[src/rtl/cmp_timer.sv]
module cmp_timer #(
  parameter int CW       = 16,
  parameter int NCH      = 5,
  parameter int AW       = 4,
  parameter int LOCK_CYC = 64
) (
  input  logic           clk,
  input  logic           rst_n,
  input  logic           wr_en,
  input  logic [AW-1:0]  wr_addr,
  input  logic [CW-1:0]  wr_data,
  output logic [CW-1:0]  count,
  output logic [NCH-1:0] cmp_flag,
  output logic           ovf_flag,
  output logic [NCH-1:0] cmp_irq,
  output logic           ovf_irq,
  output logic [NCH-1:0] cmp_pin
);
  localparam int LW    = $clog2(LOCK_CYC + 1);
  localparam int A_PRE = 0;
  localparam int A_ACT = 1;
  localparam int A_EN  = 2;
  localparam int A_CLR = 3;
  localparam int A_CMP = 4;

  logic [1:0]       sel;
  logic [LW-1:0]    lock_cnt;
  logic [3:0]       div, lim;
  logic             fresh;
  logic [2*NCH-1:0] act;
  logic [NCH:0]     en;
  logic [CW-1:0]    cmp_val [NCH];

  wire win_open = lock_cnt < LW'(LOCK_CYC);
  wire wr_clr   = wr_en && wr_addr == AW'(A_CLR);
  wire tick     = div >= lim;
  wire wrap     = tick && count == '1;

  always_comb begin
    unique case (sel)
      2'd0: lim = 4'd0;
      2'd1: lim = 4'd3;
      2'd2: lim = 4'd7;
      default: lim = 4'd15;
    endcase
  end

  always_ff @(posedge clk) begin
    if (!rst_n) begin
      lock_cnt <= '0;
      sel      <= 2'd0;
      act      <= '0;
      en       <= '0;
    end else begin
      if (win_open) lock_cnt <= lock_cnt + 1'b1;
      if (wr_en && wr_addr == AW'(A_PRE) && win_open) sel <= wr_data[1:0];
      if (wr_en && wr_addr == AW'(A_ACT)) act <= wr_data[2*NCH-1:0];
      if (wr_en && wr_addr == AW'(A_EN))  en  <= wr_data[NCH:0];
    end
  end

  always_ff @(posedge clk) begin
    if (!rst_n) begin
      div   <= '0;
      count <= '0;
      fresh <= 1'b0;
    end else begin
      div   <= tick ? 4'd0 : div + 1'b1;
      fresh <= tick;
      if (tick) count <= count + 1'b1;
    end
  end

  always_ff @(posedge clk) begin
    if (!rst_n) ovf_flag <= 1'b0;
    else if (wrap) ovf_flag <= 1'b1;
    else if (wr_clr && wr_data[NCH]) ovf_flag <= 1'b0;
  end

  assign ovf_irq = ovf_flag & en[NCH];
  assign cmp_irq = cmp_flag & en[NCH-1:0];

  for (genvar i = 0; i < NCH; i++) begin : g_ch
    wire       hit  = fresh && count == cmp_val[i];
    wire [1:0] code = act[2*i +: 2];

    always_ff @(posedge clk) begin
      if (!rst_n) begin
        cmp_val[i]  <= '0;
        cmp_flag[i] <= 1'b0;
        cmp_pin[i]  <= 1'b0;
      end else begin
        if (wr_en && wr_addr == AW'(A_CMP + i)) cmp_val[i] <= wr_data;
        if (hit) cmp_flag[i] <= 1'b1;
        else if (wr_clr && wr_data[i]) cmp_flag[i] <= 1'b0;
        if (hit) begin
          unique case (code)
            2'b01: cmp_pin[i] <= ~cmp_pin[i];
            2'b10: cmp_pin[i] <= 1'b0;
            2'b11: cmp_pin[i] <= 1'b1;
            default: cmp_pin[i] <= cmp_pin[i];
          endcase
        end
      end
    end
  end
endmodule

[config.mk]
export PLATFORM = sky130hd
export DESIGN_NAME = cmp_timer
export DESIGN_NICKNAME = d
export VERILOG_FILES = /design/src/rtl/cmp_timer.sv
export SDC_FILE = /design/constraint.sdc
export NUM_CORES = 1
export LEC_CHECK = 0
export BUFFER_PORTS_ARGS = -buffer_cell sky130_fd_sc_hd__buf_2
export CAP_MARGIN = 20
export CORE_MARGIN = 4
export CORE_UTILIZATION = 50
export DETAILED_ROUTE_END_ITERATION = 12
export PLACE_DENSITY_LB_ADDON = 0.25
export SLEW_MARGIN = 20
export SYNTH_ARGS = -nofsm -noshare
export SYNTH_HDL_FRONTEND = slang
export SYNTH_SLANG_ARGS = --single-unit
[constraint.sdc]
create_clock -name clk -period 3 [get_ports clk]
set_input_delay 0.15 -clock clk [delete_from_list [all_inputs] [get_ports clk]]
set_output_delay 0.15 -clock clk [all_outputs]
set_load 0.005 [all_outputs]
[Yosys cells after proc, flatten, opt, wreduce, memory -nomap -nowiden]
Memories as Yosys holds them, arrays and structs flattened.
Cells that the tools add are included.
Operators by class
  bitwise logic cells: 13
  $add $sub $neg: 3
  muxes and demuxes: 39
  magnitude comparators: 2
  equality and inequality tests: 31
  reduce and logical (&&, ||, !) cells: 41
Operators by type and width (count)
  16-bit equality test: 5
  16-bit 2-to-1 mux: 5
  1-bit 2-to-1 mux: 28
  2-bit equality test, second input constant: 11
  1-bit logical AND: 22
  16-bit by 1-bit adder with 16-bit output, second input constant: 1
  16-bit equality test, second input constant: 1
  4-bit by 3-bit equality test with 1-bit output, second input constant: 4
  1-bit one-hot mux with 3 select lines: 5
  3-bit nonzero test: 5
  2-bit by 1-bit equality test with 1-bit output, second input constant: 6
  4-bit one-hot mux with 3 select lines: 1
  2-bit nonzero test: 6
  2-bit AND reduction: 5
  4-bit by 2-bit equality test with 1-bit output, second input constant: 2
  7-bit by 1-bit adder with 7-bit output, second input constant: 1
  7-bit < comparator, second input constant: 1
  1-bit inverter: 6
  5-bit bitwise AND: 1
  1-bit bitwise OR: 5
  4-bit by 1-bit adder with 4-bit output, second input constant: 1
  4-bit by 1-bit equality test with 1-bit output, second input constant: 1
  4-bit equality test, second input constant: 1
  4-bit >= comparator: 1
  4 further kinds: 4
Storage, ports and cells
  input port bits: 23
  register bits after elaboration: 57
  memories kept: 1
  logic and storage cells: 148
  memory bits (writable): 80
Memory list
  cmp_val: words 5, width 16, rd ports 5, clocked after Yosys merged registers in 0, write ports 5, line 32  | logic [CW-1:0] cmp_val [NCH];

[Longest topological paths before layout]
  word-level depth: 6
  depth in mapped cells: 7
  gate-level depth less buffers: 7

[Worst setup path after synthesis]
No wires, ideal clock.
  kind: register to register
  from: register sel[1]
  to: register count[6]
  path buffers: 0
  clock period less this slack: 2232 ps
  library setup time: 115 ps
  arrival: 2117 ps
  slack: 768 ps
  data required time: 2885 ps
  stages on the path, launching flop included: 8
  path through: dfxtp_1 or2_2 ha_1 nand2b_4 a2111oi_4 nor4b_2 and3_4 o21a_1
On the way
  longest elaborated chain between the ends: 3
RTL lines
  start, declared: line 26  | logic [1:0] sel;
  start signal, assigned: line 56  | if (wr_en && wr_addr == AW'(A_PRE) && win_open) sel <= wr_data[1:0];
  2-bit equality test (tied with other cells): line 40  | unique case (sel)
  4-bit one-hot mux with 3 select lines (*): line 40
  4-bit >= comparator (*): line 36  | wire tick = div >= lim;
  end signal, assigned: line 70  | if (tick) count <= count + 1'b1;
  end, declared: line 12  | output logic [CW-1:0] count,
Mark *: on every way between the ends. The rest lies on a longest branch, timed or not.
A chain may end at the register's enable or synchronous reset.

[Worst setup path after layout]
Same ends and word-level chain as after synthesis.

==> qor.csv <==
metric;value;unit
largest family of logic cells by synthesized area;simple AND/OR/NAND/NOR gates;
sw frac;23.0;%
hold buffer count at cts;0;
share of power burned in combinational logic;5.3;%
Final min period;2.36;ns
worst path arrival time;2.68;ns
Hold Crit Class;input pin to register;
R2R Setup Slk;0.64;ns
Period Utilization, post-route;78.8;%
Nets;671;
final WL;14.8;mm
Critical Path End;count[6];
share of async-settable or async-resettable flops after synthesis;0;%
number of synthesized flops with an enable pin;80;
VDD IR-drop max;469;µV
area leader, netlist;edfxtp_1;
die width;122;µm
clk sinks;137;
Final Hold Violating Endpoints;0;
crit-path max FO;9;
Die Height;122;µm
number of global-route vias before repair;4476;
clk slew on worst S/H paths;0.06;ns
post-synth net total;620;
Crit. End Element;register;
adder-cell area share of the yosys netlist;1.34;%
GRT Total Usage;21.1;%
largest net degree at the start of global routing;43;
Gate Count Post-Synth;590;
RePlAce Congestion;0.810;
WL/cell;17.9;µm
Layout area overhead;14.7;%
FF+latch count, synth;137;
Synth Flop Type;edfxtp_1;
Detail Placement HPWL;10.3;mm
Setup crit start;sel[1];
Psw;980;µW
Iteration-0 DRC Markers;301;
clk buf depth;2;
die area;15000;µm²
Synth Area in XOR/XNOR;12.2;%
compound-cell area share of the yosys netlist;2.70;%
RSZ-0062 raised after global routing;false;
DRC Markers;0;
PostCTS Resize Cnt;0;
Yosys top cell area share;36.8;%
Worst R2R Start;sel[1];
CTS tree;done;
Avg Cell Area, Syn;11.1;µm²
fraction of layout cells with a size suffix above 1;16.1;%
H-tree level count;4;
top cells by count, synth;and2_1 (86), edfxtp_1 (80), xor2_1 (79);
proportion of synthesized area in mux cells;4.29;%
sequential power share;49.9;%
Overflow after GRT;0;
Leakage Power;0.00318;µW
Setup Buffers After CTS;0;
Worst Setup Start Kind;register;
antenna violations before repair;0;
Power Density;569;nW/µm²
fraction of the yosys area taken by sequential cells;54.2;%
post-synthesis cell type count;38;
worst-margin pin slew;0.958;ns
average vias per placed instance;5.34;
cts bufs inserted;17;
synthesis warning total;0;
Worst R2R Path Depth;8;
main area contributors after synthesis;edfxtp_1 (37%), dfxtp_1 (17%), xor2_1 (11%), and2_1 (8.2%), mux2i_1 (4.3%);
status;completed;
count leader, synth;and2_1;
Core Util, Final;58.9;%
setup TNS;0;ns
Synth Cell Area;6540;µm²
max_cap viols;0;
Ant. Diodes;0;
final number of setup-violating endpoints;0;
Slew Limit Fails;0;
worst setup path category;register to register;
Vias;4409;
I/O Buffers;55;
slew margin rel.;36.0;%
fmax;0.423;GHz
ANT nets after route;0;
Pint;3280;µW
clock latency at the later pin of the worst-skew pair;0.42;ns
row count;41;
First-pass DRT Iterations;5;
I/O pin count;56;
clock power share;44.9;%
Starting Density;51.4;%
Worst EP required;3.31;ns
core box area;12700;µm²
global-route wire length before repair;23.4;mm
Synth Area in Simple Gates;22.7;%
Critical R2R Capture;count[6];
Clock Skews;0.00599;ns
CTS Root Cell;clkbuf_16;
final cells by class:
type / count / area (µm²)
fillers: 1100 / 5230
flip-flops and latches: 137 / 3540
multi-input cells: 415 / 2830
clock buffers: 19 / 433
repair buffers: 64 / 343
well taps: 172 / 215
clock inverters: 13 / 105
inverters: 6 / 22.5
power groups by stage:
stage	registers (µW)	clock network, µW	logic [µW]
after floorplan	2140	0	153
after global placement	2160	0	223
after detailed placement	2170	0	228
after CTS	2130	1940	230
after global routing	2140	2000	252
final	2130	1910	225
flip-flops by register name (all words and copies together), names as in the netlist:
signal    cells
act          10
cmp_flag      5
cmp_pin       5
cmp_val      80
count        16
div           4
en            6
fresh         1
lock_cnt      7
ovf_flag      1
sel           2
worst min path at each step:
stage,cells past startpoint,startpoint,endpoint
4_1_cts,3,wr_data[8],act[8]
6_report,3,wr_data[8],act[8]
5_1_grt,2,wr_data[11],cmp_val[4][11]
2_1_floorplan,2,wr_data[0],act[0]
3_5_place_dp,1,div[0],div[0]
3_3_place_gp,1,div[0],div[0]
per-stage QoR:
step / instance area [µm²] / worst slack (ns) / total power (µW) / cells / hold slack [ns]
after detailed placement: 6960 / 0.644 / 2390 / 794 / 0.455
final: 7490 / 0.636 / 4260 / 826 / 0.0703
after floorplan: 6540 / 0.768 / 2290 / 590 / 0.294
after global routing: 7490 / 0.449 / 4390 / 826 / 0.0788
after global placement: 6960 / 0.721 / 2380 / 794 / 0.444
after CTS: 7490 / 0.629 / 4290 / 826 / 0.0609
kinds of logic (layout without fill, tap and decap cells):
logic type / Yosys count / in the layout
simple gates: 264 / 264
fa+ha+maj: 7 / 7
compound gates: 25 / 25
buf+inv: 38 / 102
xor+xnor: 91 / 91
flops: 137 / 137
mux: 28 / 28
worst max-delay path: stages (launching register included):
cell	delay (ns)
dfxtp_1	0.33
or2_2	0.31
ha_1	0.28
nand2b_4	0.13
a2111oi_4	0.07
buf_4	0.18
nor4b_2	0.59
a21oi_1	0.15
o21a_1	0.21
cell usage in the layout (no fill, tap or decap), drive strengths merged, types with 5 or more instances in the layout:
| cell | netlist | layout |
|---|---|---|
| buf | 20 | 64 |
| ha | 7 | 7 |
| nor3 | 7 | 7 |
| nand2b | 14 | 14 |
| nand3b | 7 | 7 |
| or3 | 6 | 6 |
| mux2i | 28 | 28 |
| nor4 | 16 | 16 |
| nor2 | 45 | 45 |
| dfxtp | 57 | 57 |
| clkinv | 0 | 8 |
| a21oi | 8 | 8 |
| edfxtp | 80 | 80 |
| xor2 | 79 | 79 |
| nand3 | 25 | 25 |
| or2 | 7 | 7 |
| nand4 | 8 | 8 |
| and2 | 86 | 86 |
| nand2 | 30 | 30 |
| o311ai | 5 | 5 |
| clkbuf | 12 | 19 |
| xnor2 | 12 | 12 |
| o21ai | 7 | 7 |
| inv | 6 | 7 |
layer usage:
metal	GRT usage, %	vias to the layer above	share of wire [%]	wire [µm]
met4	7.77	0	2.2	321
met1	27.4	2153	43	6400
met5	0	-	0	0
met2	34.2	114	49	7200
met3	5.25	19	5.6	827
li1	-	2123	-	-
(Power assumes the default switching activity.)
